File: src/rtl/timer_pkg.sv
package timer_pkg;
  localparam int unsigned BYTE_W = 8;

  typedef struct packed {
    logic periodic;
    logic armed;
    logic snap_ready;
  } status_t;

  function automatic logic [BYTE_W-1:0] pack_status(input status_t s);
    return {5'b0, s.periodic, s.armed, s.snap_ready};
  endfunction
endpackage

File: src/rtl/tmr_reload_loader.sv
module tmr_reload_loader #(
  parameter int unsigned CNT_W = 16
) (
  input  logic             clk,
  input  logic             rst_n,
  input  logic             data_wr,
  input  logic [7:0]       wdata,
  input  logic             restart,
  input  logic             load_ack,
  output logic [CNT_W-1:0] reload_val,
  output logic             load_req
);
  localparam int unsigned NB    = CNT_W / 8;
  localparam int unsigned IDX_W = (NB > 1) ? $clog2(NB) : 1;
  localparam logic [IDX_W-1:0] LAST_IDX = IDX_W'(NB - 1);

  logic [CNT_W-1:0] stage_q, stage_d;
  logic [CNT_W-1:0] reload_q, reload_d;
  logic [IDX_W-1:0] idx_q, idx_d;
  logic             req_q, req_d;
  logic             final_byte;

  assign final_byte = data_wr && !restart && (idx_q == LAST_IDX);

  always_comb begin
    stage_d  = stage_q;
    reload_d = reload_q;
    idx_d    = idx_q;
    req_d    = req_q;
    if (load_ack) req_d = 1'b0;
    if (restart) begin
      idx_d = '0;
      req_d = 1'b0;
    end else if (data_wr) begin
      stage_d[idx_q*8 +: 8] = wdata;
      if (idx_q == LAST_IDX) begin
        reload_d = stage_d;
        idx_d    = '0;
        req_d    = 1'b1;
      end else begin
        idx_d = idx_q + 1'b1;
      end
    end
  end

  always_ff @(posedge clk or negedge rst_n) begin
    if (!rst_n) begin
      stage_q  <= '0;
      reload_q <= '0;
      idx_q    <= '0;
      req_q    <= 1'b0;
    end else begin
      stage_q  <= stage_d;
      reload_q <= reload_d;
      idx_q    <= idx_d;
      req_q    <= req_d;
    end
  end

  assign reload_val = reload_q;
  assign load_req   = req_q;

  // the final byte always leaves a load request pending
  a_r2_hi_byte_requests_load: assert property (@(posedge clk) disable iff (!rst_n)
    final_byte |=> load_req);
endmodule

File: src/rtl/tmr_count_core.sv
module tmr_count_core #(
  parameter int unsigned CNT_W = 16
) (
  input  logic           clk,
  input  logic           rst_n,
  input  logic           tick,
  input  logic           gate,
  input  logic           periodic,
  input  logic           disarm,
  input  logic           load_req,
  input  logic [CNT_W-1:0] reload_val,
  output logic           load_ack,
  output logic [CNT_W:0] count,
  output logic           armed,
  output logic           irq
);
  localparam logic [CNT_W:0] FULL_SPAN = {1'b1, {CNT_W{1'b0}}};
  localparam logic [CNT_W:0] ONE       = {{CNT_W{1'b0}}, 1'b1};

  logic [CNT_W:0] count_q, count_d, reload_ext;
  logic           armed_q, armed_d, irq_q, irq_d;
  logic           load_now, step_en, expire;

  assign reload_ext = (reload_val == '0) ? FULL_SPAN : {1'b0, reload_val};
  assign load_now   = tick && load_req && !disarm;
  assign step_en    = tick && !load_now && !disarm && armed_q && gate;
  assign expire     = step_en && (count_q == ONE);

  always_comb begin
    count_d = count_q;
    armed_d = armed_q;
    irq_d   = irq_q;
    if (disarm) begin
      count_d = '0;
      armed_d = 1'b0;
      irq_d   = 1'b0;
    end else if (load_now) begin
      count_d = reload_ext;
      armed_d = 1'b1;
      irq_d   = 1'b0;
    end else if (tick) begin
      irq_d = 1'b0;
      if (expire) begin
        irq_d = 1'b1;
        if (periodic) begin
          count_d = reload_ext;
        end else begin
          count_d = '0;
          armed_d = 1'b0;
        end
      end else if (step_en) begin
        count_d = count_q - ONE;
      end
    end
  end

  always_ff @(posedge clk or negedge rst_n) begin
    if (!rst_n) begin
      count_q <= '0;
      armed_q <= 1'b0;
      irq_q   <= 1'b0;
    end else begin
      count_q <= count_d;
      armed_q <= armed_d;
      irq_q   <= irq_d;
    end
  end

  assign load_ack = load_now;
  assign count    = count_q;
  assign armed    = armed_q;
  assign irq      = irq_q;

  // count never exceeds the full span
  a_r3_count_bounded: assert property (@(posedge clk) disable iff (!rst_n)
    count_q <= FULL_SPAN);
  // no tick, paused gate or idle channel leaves the count alone
  a_r6_hold_when_paused: assert property (@(posedge clk) disable iff (!rst_n)
    (!disarm && !load_now && !(tick && gate)) |=> $stable(count_q));
  // irq only moves on a tick or a control write
  a_r7_irq_moves_on_tick: assert property (@(posedge clk) disable iff (!rst_n)
    !$stable(irq_q) |-> $past(tick || disarm));
  // one-shot expiry leaves the channel idle at zero
  a_r4_oneshot_stops: assert property (@(posedge clk) disable iff (!rst_n)
    (expire && !periodic) |=> (count_q == '0 && !armed_q && irq_q));
  // periodic expiry reloads and stays armed
  a_r5_periodic_reload: assert property (@(posedge clk) disable iff (!rst_n)
    (expire && periodic) |=> (armed_q && irq_q && count_q == $past(reload_ext)));
endmodule

File: src/rtl/tmr_snapshot.sv
module tmr_snapshot #(
  parameter int unsigned CNT_W = 16
) (
  input  logic             clk,
  input  logic             rst_n,
  input  logic             snap_cmd,
  input  logic [CNT_W-1:0] live_count,
  input  logic             rd_strobe,
  output logic             ready,
  output logic [7:0]       rd_byte
);
  localparam int unsigned NB    = CNT_W / 8;
  localparam int unsigned IDX_W = (NB > 1) ? $clog2(NB) : 1;
  localparam logic [IDX_W-1:0] LAST_IDX = IDX_W'(NB - 1);

  logic [CNT_W-1:0] hold_q, hold_d;
  logic [IDX_W-1:0] idx_q, idx_d;
  logic             ready_q, ready_d;

  always_comb begin
    hold_d  = hold_q;
    idx_d   = idx_q;
    ready_d = ready_q;
    if (ready_q) begin
      if (rd_strobe) begin
        if (idx_q == LAST_IDX) begin
          ready_d = 1'b0;
          idx_d   = '0;
        end else begin
          idx_d = idx_q + 1'b1;
        end
      end
    end else if (snap_cmd) begin
      hold_d  = live_count;
      ready_d = 1'b1;
      idx_d   = '0;
    end
  end

  always_ff @(posedge clk or negedge rst_n) begin
    if (!rst_n) begin
      hold_q  <= '0;
      idx_q   <= '0;
      ready_q <= 1'b0;
    end else begin
      hold_q  <= hold_d;
      idx_q   <= idx_d;
      ready_q <= ready_d;
    end
  end

  assign ready   = ready_q;
  assign rd_byte = ready_q ? hold_q[idx_q*8 +: 8] : 8'h00;

  // a pending snapshot stays frozen until fully read
  a_r8_snapshot_frozen: assert property (@(posedge clk) disable iff (!rst_n)
    ready_q |=> $stable(hold_q));
endmodule

File: src/rtl/interval_timer_channel.sv
module interval_timer_channel
  import timer_pkg::*;
#(
  parameter int unsigned CNT_W = 16
) (
  input  logic       clk,
  input  logic       rst_n,
  input  logic       tick_en,
  input  logic       gate,
  input  logic       bus_sel,
  input  logic       bus_wr,
  input  logic       bus_rd,
  input  logic [7:0] bus_wdata,
  output logic [7:0] bus_rdata,
  output logic       irq
);
  logic             ctrl_wr, data_wr, snap_cmd, mode_wr, data_rd;
  logic             periodic_q, periodic_d;
  logic             load_req, load_ack, armed, snap_ready;
  logic [CNT_W-1:0] reload_val;
  logic [CNT_W:0]   count;
  logic [7:0]       snap_byte;
  status_t          stat;

  assign ctrl_wr  = bus_wr && !bus_sel;
  assign data_wr  = bus_wr && bus_sel;
  assign snap_cmd = ctrl_wr && bus_wdata[1];
  assign mode_wr  = ctrl_wr && !bus_wdata[1];
  assign data_rd  = bus_rd && bus_sel;

  always_comb begin
    periodic_d = periodic_q;
    if (mode_wr) periodic_d = bus_wdata[0];
  end

  always_ff @(posedge clk or negedge rst_n) begin
    if (!rst_n) periodic_q <= 1'b0;
    else        periodic_q <= periodic_d;
  end

  tmr_reload_loader #(.CNT_W(CNT_W)) u_loader (
    .clk(clk), .rst_n(rst_n), .data_wr(data_wr), .wdata(bus_wdata),
    .restart(mode_wr), .load_ack(load_ack),
    .reload_val(reload_val), .load_req(load_req)
  );

  tmr_count_core #(.CNT_W(CNT_W)) u_core (
    .clk(clk), .rst_n(rst_n), .tick(tick_en), .gate(gate),
    .periodic(periodic_q), .disarm(mode_wr), .load_req(load_req),
    .reload_val(reload_val), .load_ack(load_ack), .count(count),
    .armed(armed), .irq(irq)
  );

  tmr_snapshot #(.CNT_W(CNT_W)) u_snap (
    .clk(clk), .rst_n(rst_n), .snap_cmd(snap_cmd),
    .live_count(count[CNT_W-1:0]), .rd_strobe(data_rd),
    .ready(snap_ready), .rd_byte(snap_byte)
  );

  always_comb begin
    stat.periodic   = periodic_q;
    stat.armed      = armed;
    stat.snap_ready = snap_ready;
    bus_rdata = bus_sel ? snap_byte : pack_status(stat);
  end

  // a mode write leaves the channel disarmed
  a_r9_mode_write_disarms: assert property (@(posedge clk) disable iff (!rst_n)
    mode_wr |=> (!armed && !irq));
endmodule

File: config.mk
export PLATFORM = sky130hd
export DESIGN_NAME = interval_timer_channel
export DESIGN_NICKNAME = d
export VERILOG_FILES = /design/src/rtl/timer_pkg.sv /design/src/rtl/tmr_reload_loader.sv /design/src/rtl/tmr_count_core.sv /design/src/rtl/tmr_snapshot.sv /design/src/rtl/interval_timer_channel.sv
export SDC_FILE = /design/constraint.sdc
export NUM_CORES = 1
export LEC_CHECK = 0
export CAP_MARGIN = 10
export CORE_MARGIN = 2
export CORE_UTILIZATION = 40
export DETAILED_ROUTE_END_ITERATION = 8
export PLACE_DENSITY = 0.57
export SLEW_MARGIN = 20
export SYNTH_ARGS = -nofsm -noshare
export SYNTH_HDL_FRONTEND = slang
export SYNTH_SLANG_ARGS = --single-unit
File: constraint.sdc
create_clock -name clk -period 2.8 [get_ports clk]
set_clock_uncertainty 0.1 [all_clocks]
set_input_delay 0.28 -clock clk [delete_from_list [all_inputs] [get_ports clk]]
set_output_delay 0.28 -clock clk [all_outputs]
set_load 0.03 [all_outputs]
# Word level (Yosys, flattened, before mapping)
# Index checks and enable logic that the tools add are counted.
dict set report totals {
  reg_bits 72
  wordCells 85
  out_inout_bits 9
  in_bits 15
}
dict set report op_classes {
  n_eq_ne 3
  n_bitwise 2
  reduce_logical 28
  shift 3
  addsub 4
  mux 34
}
# cell count
set ops {}
lappend ops {{$mux W17} 7}
lappend ops {{$neg A4 Y34} 1}
lappend ops {{$shift A8 B34 Y16 const A} 1}
lappend ops {{$shiftx A8 B34 Y16} 1}
lappend ops {{$mux W1} 24}
lappend ops {{$eq A17 B1 Y1 const B} 1}
lappend ops {{$sub A17 B1 Y17 const B} 1}
lappend ops {{$bwmux W16} 1}
lappend ops {{$logic_not A16 Y1} 1}
lappend ops {{$mux W8} 2}
lappend ops {{$shiftx A16 B5 Y8} 1}
lappend ops {{$logic_and A1 B1 Y1} 12}
lappend ops {{$reduce_and A2 Y1} 4}
lappend ops {{$reduce_and A3 Y1} 2}
lappend ops {{$reduce_bool A3 Y1} 2}
lappend ops {{$logic_not A1 Y1} 4}
lappend ops {{$reduce_bool A2 Y1} 2}
lappend ops {{$reduce_bool A4 Y1} 1}
lappend ops {{$ne A3 B1 Y1 const B} 1}
lappend ops {{$add A1 B1 Y1 const B} 2}
lappend ops {{$ne A2 B2 Y1 const B} 1}
lappend ops {{$not A1 Y1} 2}

# Longest topological paths before layout
# Gate-level depths: netlist of the first run.
dict set report logic_depth {
  word_depth 15
  mapped_depth 8
  ltp_nobuf 7
}

# By module
# Synthesis of the first run repeated with hierarchy kept, for this count alone.
dict set report unflattened {
  hier_cells 301
  area_unflattened_um2 3500.9
}
# mod cells_per_inst area_each_um2 n_inst seq_area_each_um2
set modules_own_cells {}
lappend modules_own_cells {tmr_count_core 167 1470.2 1 475.5}
lappend modules_own_cells {tmr_reload_loader 59 1009.7 1 650.6}
lappend modules_own_cells {tmr_snapshot 60 880.8 1 450.4}
lappend modules_own_cells {interval_timer_channel 15 140.1 1 25.0}

# Worst setup path before layout of the first run
# Ideal clock, no wire load.
dict set report synth_timing {
  path_type {register -> register}
  start {reg u_core.count_q[1], in the netlist u_core.count[1]}
  end {reg u_core.count_q[4], in the netlist u_core.count[4]}
  path_stages_with_launch 8
  required_time_ns 2.578
  n_path_buf 0
  t_arrival_ns 2.059
  setup_slack_ns 0.519
  synth_period_minus_slack_ns 2.281
  cell_sequence {dfrtp_1 inv_1 ha_1 or4b_2 nor4_4 nand3_2 a31o_2 a32o_1}
}
dict set report synth_via {
  elab_chain_len 6
  elab_cells_between_ends 10
}
# element line
set synth_rtl {}
lappend synth_rtl {{start, declared} tmr_count_core.sv:20} ;# logic [CNT_W:0] count_q, count_d, reload_ext;
lappend synth_rtl {{start signal, assigned} tmr_count_core.sv:63} ;# count_q <= count_d;
lappend synth_rtl {{$sub A17 B1 Y17 / $eq A17 B1 Y1 (equally long branches)} {tmr_count_core.sv:52, tmr_count_core.sv:27}}
lappend synth_rtl {{$mux W17 / $logic_and A1 B1 Y1 (equally long branches)} {tmr_count_core.sv:51, tmr_count_core.sv:27}}
lappend synth_rtl {{$mux W17} tmr_count_core.sv:43} ;# if (expire) begin
lappend synth_rtl {{$mux W17} tmr_count_core.sv:41} ;# end else if (tick) begin
lappend synth_rtl {{$mux W17} tmr_count_core.sv:37} ;# end else if (load_now) begin
lappend synth_rtl {{$mux W17} tmr_count_core.sv:33} ;# if (disarm) begin
# Parallel ways exist; a longest one is shown, timed or not. The select of a mux whose other input is x is not followed.
# A chain may end at the register's enable or synchronous reset.

# Worst setup path after layout of the first run
dict set report layout_timing {
  start {reg u_core.count_q[1], in the netlist u_core.count[1]}
  end {reg u_core.count_q[6], in the netlist u_core.count[6]}
}
# The elaborated chain is that of the path after synthesis.

==> summary.md, run 1 <==
| Metric | Value |
|---|---|
| Distinct cell type count of the synthesized netlist | `45` |
| Status | `completed` |
| Post-DR wirelength/cell | `16.0 um` |
| Fin crit share | `0.915` |
| Row count | `32` |
| Number of diodes | `0` |
| Largest net degree at the start of global routing | `65` |
| Final setup viols | `0` |
| Worst-path clk slew | `approximately 0.07 ns` |
| Register area share after synthesis | `0.510` |
| CTS Buffer Depth | `2` |
| CTS buffer count | `9` |
| Peak supply drop | `0.369 mV` |
| Area Growth Syn to Fin | `20.7%` |
| GRT Total Usage | `0.192` |
| Worst EP arrival | `2.69 ns` |
| Clk_lat worst skew | `0.35 ns` |
| # IOs | `24` |
| Synth Instances | `321` |
| Dpl hpwl | `5290 um` |
| DR pass1 iterations | `6` |
| Minimum clock period | `2.56 ns` |
| TNS Setup | `0 ns` |
| Initial antenna violation count | `0` |
| Initial drt markers | `236` |
| Congestion Overflow GR | `0` |
| Commonest cells after routing, fill and taps aside | `nand2_1, dfrtp_1, mux2_2` |
| Maximum single-stage delay on the critical path | `0.62 ns` |
| Crit path max-delay cell type | `or4b_2` |
| CP endpoint kind | `register` |
| First-pass GRT wire length | `approximately 13000 um` |
| Nets@finish | `373` |
| CP startpoint kind | `register` |
| # resized after CTS | `0` |
| H-tree levels | `3` |
| Chip height | `approximately 93 um` |
| Cell chosen for the clock root | `clkbuf_8` |
| Core area | `7690 um2` |
| Die W | `92.6 um` |
| # DRC | `0` |
| Share of cells above drive strength 1 | `0.180` |
| Commonest non-fill, non-tap cell in the layout | `nand2_1` |
| Power Total | `0.00389 W` |
| Global placement routability congestion | `0.919` |
| WL final | `7410 um` |
| Max FO, Critical Path | `12` |
| Hold Fails Final Rpt | `0` |
| Number of synthesized flops with an enable pin | `0` |
| FF+latch count, synth | `between 60 and 70` |
| Synthesized net count | `around 340` |
| Crit path cell chain | `inv_1 > ha_1 > or4b_2 > nor4_4 > a31oi_4 > buf_4 > a32oi_1 > o21ai_1` |
| Initial Util | `0.409` |
| Via density | `5.46` |
| WS Path Type | `reg -> reg` |
| RSZ-0062 raised after global routing | `no` |
| Final hold slack | `roughly 0.36 ns` |
| Syn_area_per_cell | `9.79 um2` |
| Post-Place Setup Slack | `0.236 ns` |
| Slew @ Worst Pin | `roughly 0.64 ns` |
| Worst hold path class | `reg -> reg` |
| Delay-heaviest family, CP | `simple AND/OR/NAND/NOR gates` |
| Leakage Power | `1.71 nW` |
| Post-route ant nets | `0` |
| Max cap viols | `0` |
| Port Buffers | `23` |
| Slew Limit Fails | `0` |
| Post-synthesis cell area | `3140 um2` |
| P per Cell Area | `around 1000 nW/um2` |
| Synth async-reset ratio | `1.00` |
| Yosys warnings | `0` |
| Clock sinks | `64` |
| Buf/Inv on CP | `2` |
| Achievable frequency | `390 MHz` |
| Die area | `8580 um2` |
| Vias in the first global route | `2486` |
| Via Count | `2527` |
| Slew headroom | `0.575` |
| CP required | `2.92 ns` |
| Setup ws final | `0.238 ns` |
| Top FF cell, synth | `dfrtp_1` |
| CTS tree | `built` |
[path summary, 6_finish.rpt]
check | depth (start not counted) | start | slack [ns] | end
max | 8 | u_core.count[1] | 0.24 | u_core.count[6]
min | 2 | u_core.irq | 0.36 | u_core.irq
max reg2reg | 8 | u_core.count[1] | 0.24 | u_core.count[6]
min reg2reg | 2 | u_core.irq | 0.36 | u_core.irq
max in group asynchronous | 3 | rst_n | 1.93 | u_loader.load_req
min in group asynchronous | 3 | rst_n | 0.37 | u_core.count[4]
[registers in the layout, indices dropped and copies added (netlist names)]
register             count
u_snap.ready             1
u_loader.reload_val     16
u_snap.hold_q           16
u_core.irq               1
u_snap.idx_q             1
u_loader.idx_q           1
periodic_q               1
u_core.armed             1
u_loader.load_req        1
u_loader.stage_q         8
u_core.count            17
[timing repair]
item                                   in CTS  in global routing
hold buffers                                1                  0
endpoints found under the hold margin      64                  0
buffers inserted                            0                  0
[per-layer routing]
metal	wire length, um	track usage
met5	0	0
met4	182	0.0846
met3	376	0.0464
met2	3450	0.288
met1	3390	0.266
[metrics by stage]
stage / cells / cell area, um2 / utilization
after global placement: 446 / 3540 / 0.461
after detailed placement: 446 / 3540 / 0.461
final: 463 / 3790 / 0.493
after global routing: 463 / 3790 / 0.493
after CTS: 463 / 3790 / 0.493
after floorplan: 321 / 3140 / -
[tightest hold or removal path: stages (launching register included)]
cell     delay [ns]
dfrtp_1        0.34
nand2_1        0.05
nand2_1        0.04
[power breakdown]
part	leakage [nW]	internal, W	total [W]	switching [W]
Sequential	0.825	0.00125	0.00155	0.000303
Clock	0.116	0.000592	0.000971	0.000378
Combinational	0.772	0.000579	0.00137	0.000787
Total	1.71	0.00242	0.00389	0.00147
[cell type report]
type	instances	area, um2
Timing Repair Buffer	36	338
Clock inverter	7	119
Inverter	15	56.3
Clock buffer	9	124
Sequential cell	64	1600
Multi-Input combinational cell	230	1430
Fill cell	744	3890
Tap cell	102	128
[synthesized netlist by cell type (all sizes together) (2+ instances only)]
master / instances / share of area
o22ai: 2 / 0.0040
clkbuf: 8 / 0.0096
nor4: 5 / 0.015
o21ai: 17 / 0.027
or3b: 3 / 0.0084
inv: 15 / 0.018
o311ai: 2 / 0.0056
buf: 4 / 0.010
mux2i: 8 / 0.025
nor2: 14 / 0.017
nand2b: 2 / 0.0040
a21oi: 13 / 0.021
nor3: 5 / 0.0080
nand3: 8 / 0.014
a22oi: 5 / 0.014
o211ai: 4 / 0.0096
ha: 2 / 0.0080
o221ai: 2 / 0.0056
nand3b: 3 / 0.0072
and3: 3 / 0.0060
or4: 3 / 0.0072
dfrtp: 64 / 0.51
nor3b: 3 / 0.0088
mux2: 23 / 0.082
nand2: 84 / 0.10
a32oi: 5 / 0.014
or3: 2 / 0.0040
[logic make-up after synthesis]
group                    share of synthesized area
AND/OR/NAND/NOR                              0.212
adder cells (fa/ha/maj)                    0.00796
multiplexers                                 0.108
flip-flops                                   0.510
buffers and inverters                       0.0378
AO/OA/AOI/OAI                                0.125
Note: power is estimated with default switching activity, not from simulation.
==> inputs of run 2 (changes only) <==
CORE_ASPECT_RATIO = 1.1   (was default)
SLEW_MARGIN = 10   (was 20)
==> summary.md, run 2 (synthesis gave the netlist of run 1 again) <==
| Metric | Value |
|---|---|
| CP endpoint kind | `register` |
| Worst hold path class | `reg -> reg` |
| Initial drt markers | `roughly 170` |
| Max FO, Critical Path | `16` |
| Core area | `7560 um2` |
| Buf/Inv on CP | `0` |
| Worst Reg-to-Reg Cells | `5` |
| Row count | `33` |
| Leakage Power | `1.69 nW` |
| Crit path max-delay cell type | `or4_1` |
| Status | `completed` |
| Crit Reg-Reg Endpoint | `u_core.count[1]` |
| Share of cells above drive strength 1 | `0.170` |
| Vias in the first global route | `approximately 2300` |
| Cell chosen for the clock root | `clkbuf_8` |
| Max cap viols | `0` |
| Chip height | `97.0 um` |
| Area Growth Syn to Fin | `19.3%` |
| Post-route ant nets | `0` |
| Global placement routability congestion | `between 0.9 and 1` |
| Hold Crit Start | `u_loader.stage_q[5]` |
| Launch point of the worst reg-to-reg path | `u_core.count[5]` |
| Worst-path clk slew | `0.07 ns` |
| Initial Util | `0.416` |
| Die area | `8580 um2` |
| Setup Buffers After CTS | `0` |
| Dpl hpwl | `about 5400 um` |
| Fin crit share | `0.923` |
| RSZ-0062 raised after global routing | `no` |
| CP required | `2.92 ns` |
| Die W | `between 80 and 90 um` |
| WHS Endpoint | `u_loader.reload_val[5]` |
| Clk_lat worst skew | `around 0.34 ns` |
| Multi-input gate area | `1430 um2` |
| Via Count | `2490` |
| Slew @ Worst Pin | `0.710 ns` |
| CTS tree | `built` |
| DP Cell Count | `447` |
| Port Buffers | `23` |
| Worst reg2reg setup slack | `0.22 ns` |
| WS Path Type | `reg -> reg` |
| Crit path cell chain | `or4_1 > nor4_4 > a41o_2 > a22oi_1 > o21ai_0` |
| Power Total | `0.00374 W` |
| DR pass1 iterations | `5` |
| Minimum clock period | `2.58 ns` |
| Commonest non-fill, non-tap cell in the layout | `nand2_1` |
| # IOs | `24` |
| # DRC | `0` |
| Post-DR wirelength/cell | `15.8 um` |
| Final setup viols | `0` |
| CTS Buffer Depth | `2` |
| Worst EP arrival | `approximately 2.7 ns` |
| CTS buffer count | `9` |
| H-tree levels | `3` |
| # resized after CTS | `0` |
| Congestion Overflow GR | `0` |
| Maximum single-stage delay on the critical path | `0.67 ns` |
| Largest register FFs | `17` |
| GRT Total Usage | `0.181` |
| Slew Limit Fails | `0` |
| Peak supply drop | `about 0.47 mV` |
| Hold Fails Final Rpt | `0` |
| Achievable frequency | `387 MHz` |
| WL final | `7350 um` |
| Slew headroom | `0.526` |
| Initial antenna violation count | `0` |
| Commonest cells after routing, fill and taps aside | `nand2_1, dfrtp_1, mux2_2` |
| Seq. cell area | `roughly 1600 um2` |
| First-pass GRT wire length | `12000 um` |
| WHS Path Cells | `2` |
| Nets@finish | `371` |
| Final core utilization | `0.496` |
| Finished Layout Cells | `approximately 460` |
| Clock sinks | `64` |
| # fillers | `731` |
| Hold buffer count at CTS | `1` |
| Via density | `~5.4` |
| Delay-heaviest family, CP | `simple AND/OR/NAND/NOR gates` |
| P per Cell Area | `between 900 and 1000 nW/um2` |
| TNS Setup | `0 ns` |
| CP startpoint kind | `register` |
| Largest net degree at the start of global routing | `36` |
| Number of diodes | `0` |
## run 2: cell types whose count changed in the layout (fill, tap and decap cells not counted), sizes merged
cell      before  now
inv           16   15
bufinv         3    1
clkinv         1    2
buf           13   11
clkinvlp       2    0
clkbuf         9   13
## run 2: worst max-delay path by stage
stage | startpoint | endpoint | slack [ns] | depth (start not counted)
2_1_floorplan | u_core.count[1] | u_core.count[4] | 0.52 | 7
3_3_place_gp | u_core.count[7] | u_core.count[1] | 0.23 | 5
3_5_place_dp | bus_wr | u_core.count[12] | 0.15 | 7
4_1_cts | u_core.count[5] | u_core.count[1] | 0.25 | 5
5_1_grt | u_core.count[5] | u_core.count[1] | 0.19 | 5
6_report | u_core.count[5] | u_core.count[1] | 0.22 | 5
## run 2: cell type report
class	count	share of cell area
inverter	15	0.0150
clock inverter	3	0.0107
tap	105	0.0350
sequential	64	0.427
timing repair buffer	34	0.0894
clock buffer	13	0.0424
multi-input combinational	230	0.381
## run 2: worst register-to-register path: stages (launching register included)
cell and delay [ns]:
dfrtp_1 0.44, or4_1 0.67, nor4_4 0.50, a41o_2 0.46, a22oi_1 0.15, o21ai_0 0.16
## run 2: power breakdown
group          internal [W]  leakage (nW)  switching, W  total [W]
sequential          0.00125         0.825      0.000316    0.00157
clock              0.000458         0.103      0.000337   0.000795
combinational      0.000601         0.763      0.000777    0.00138
## run 2: per-stage QoR
stage	area (um2)	setup WS [ns]	hold slack (ns)
2_1_floorplan	3140	0.519	-0.116
3_3_place_gp	3540	0.233	0.274
3_5_place_dp	3540	0.153	0.273
4_1_cts	3750	0.249	0.361
5_1_grt	3750	0.187	0.392
6_report	3750	0.216	0.359
## run 2: layer usage
layer	track usage	wire length (um)
met5	0	0
met2	0.273	3370
met1	0.257	3510
met4	0.0513	123
met3	0.0469	354
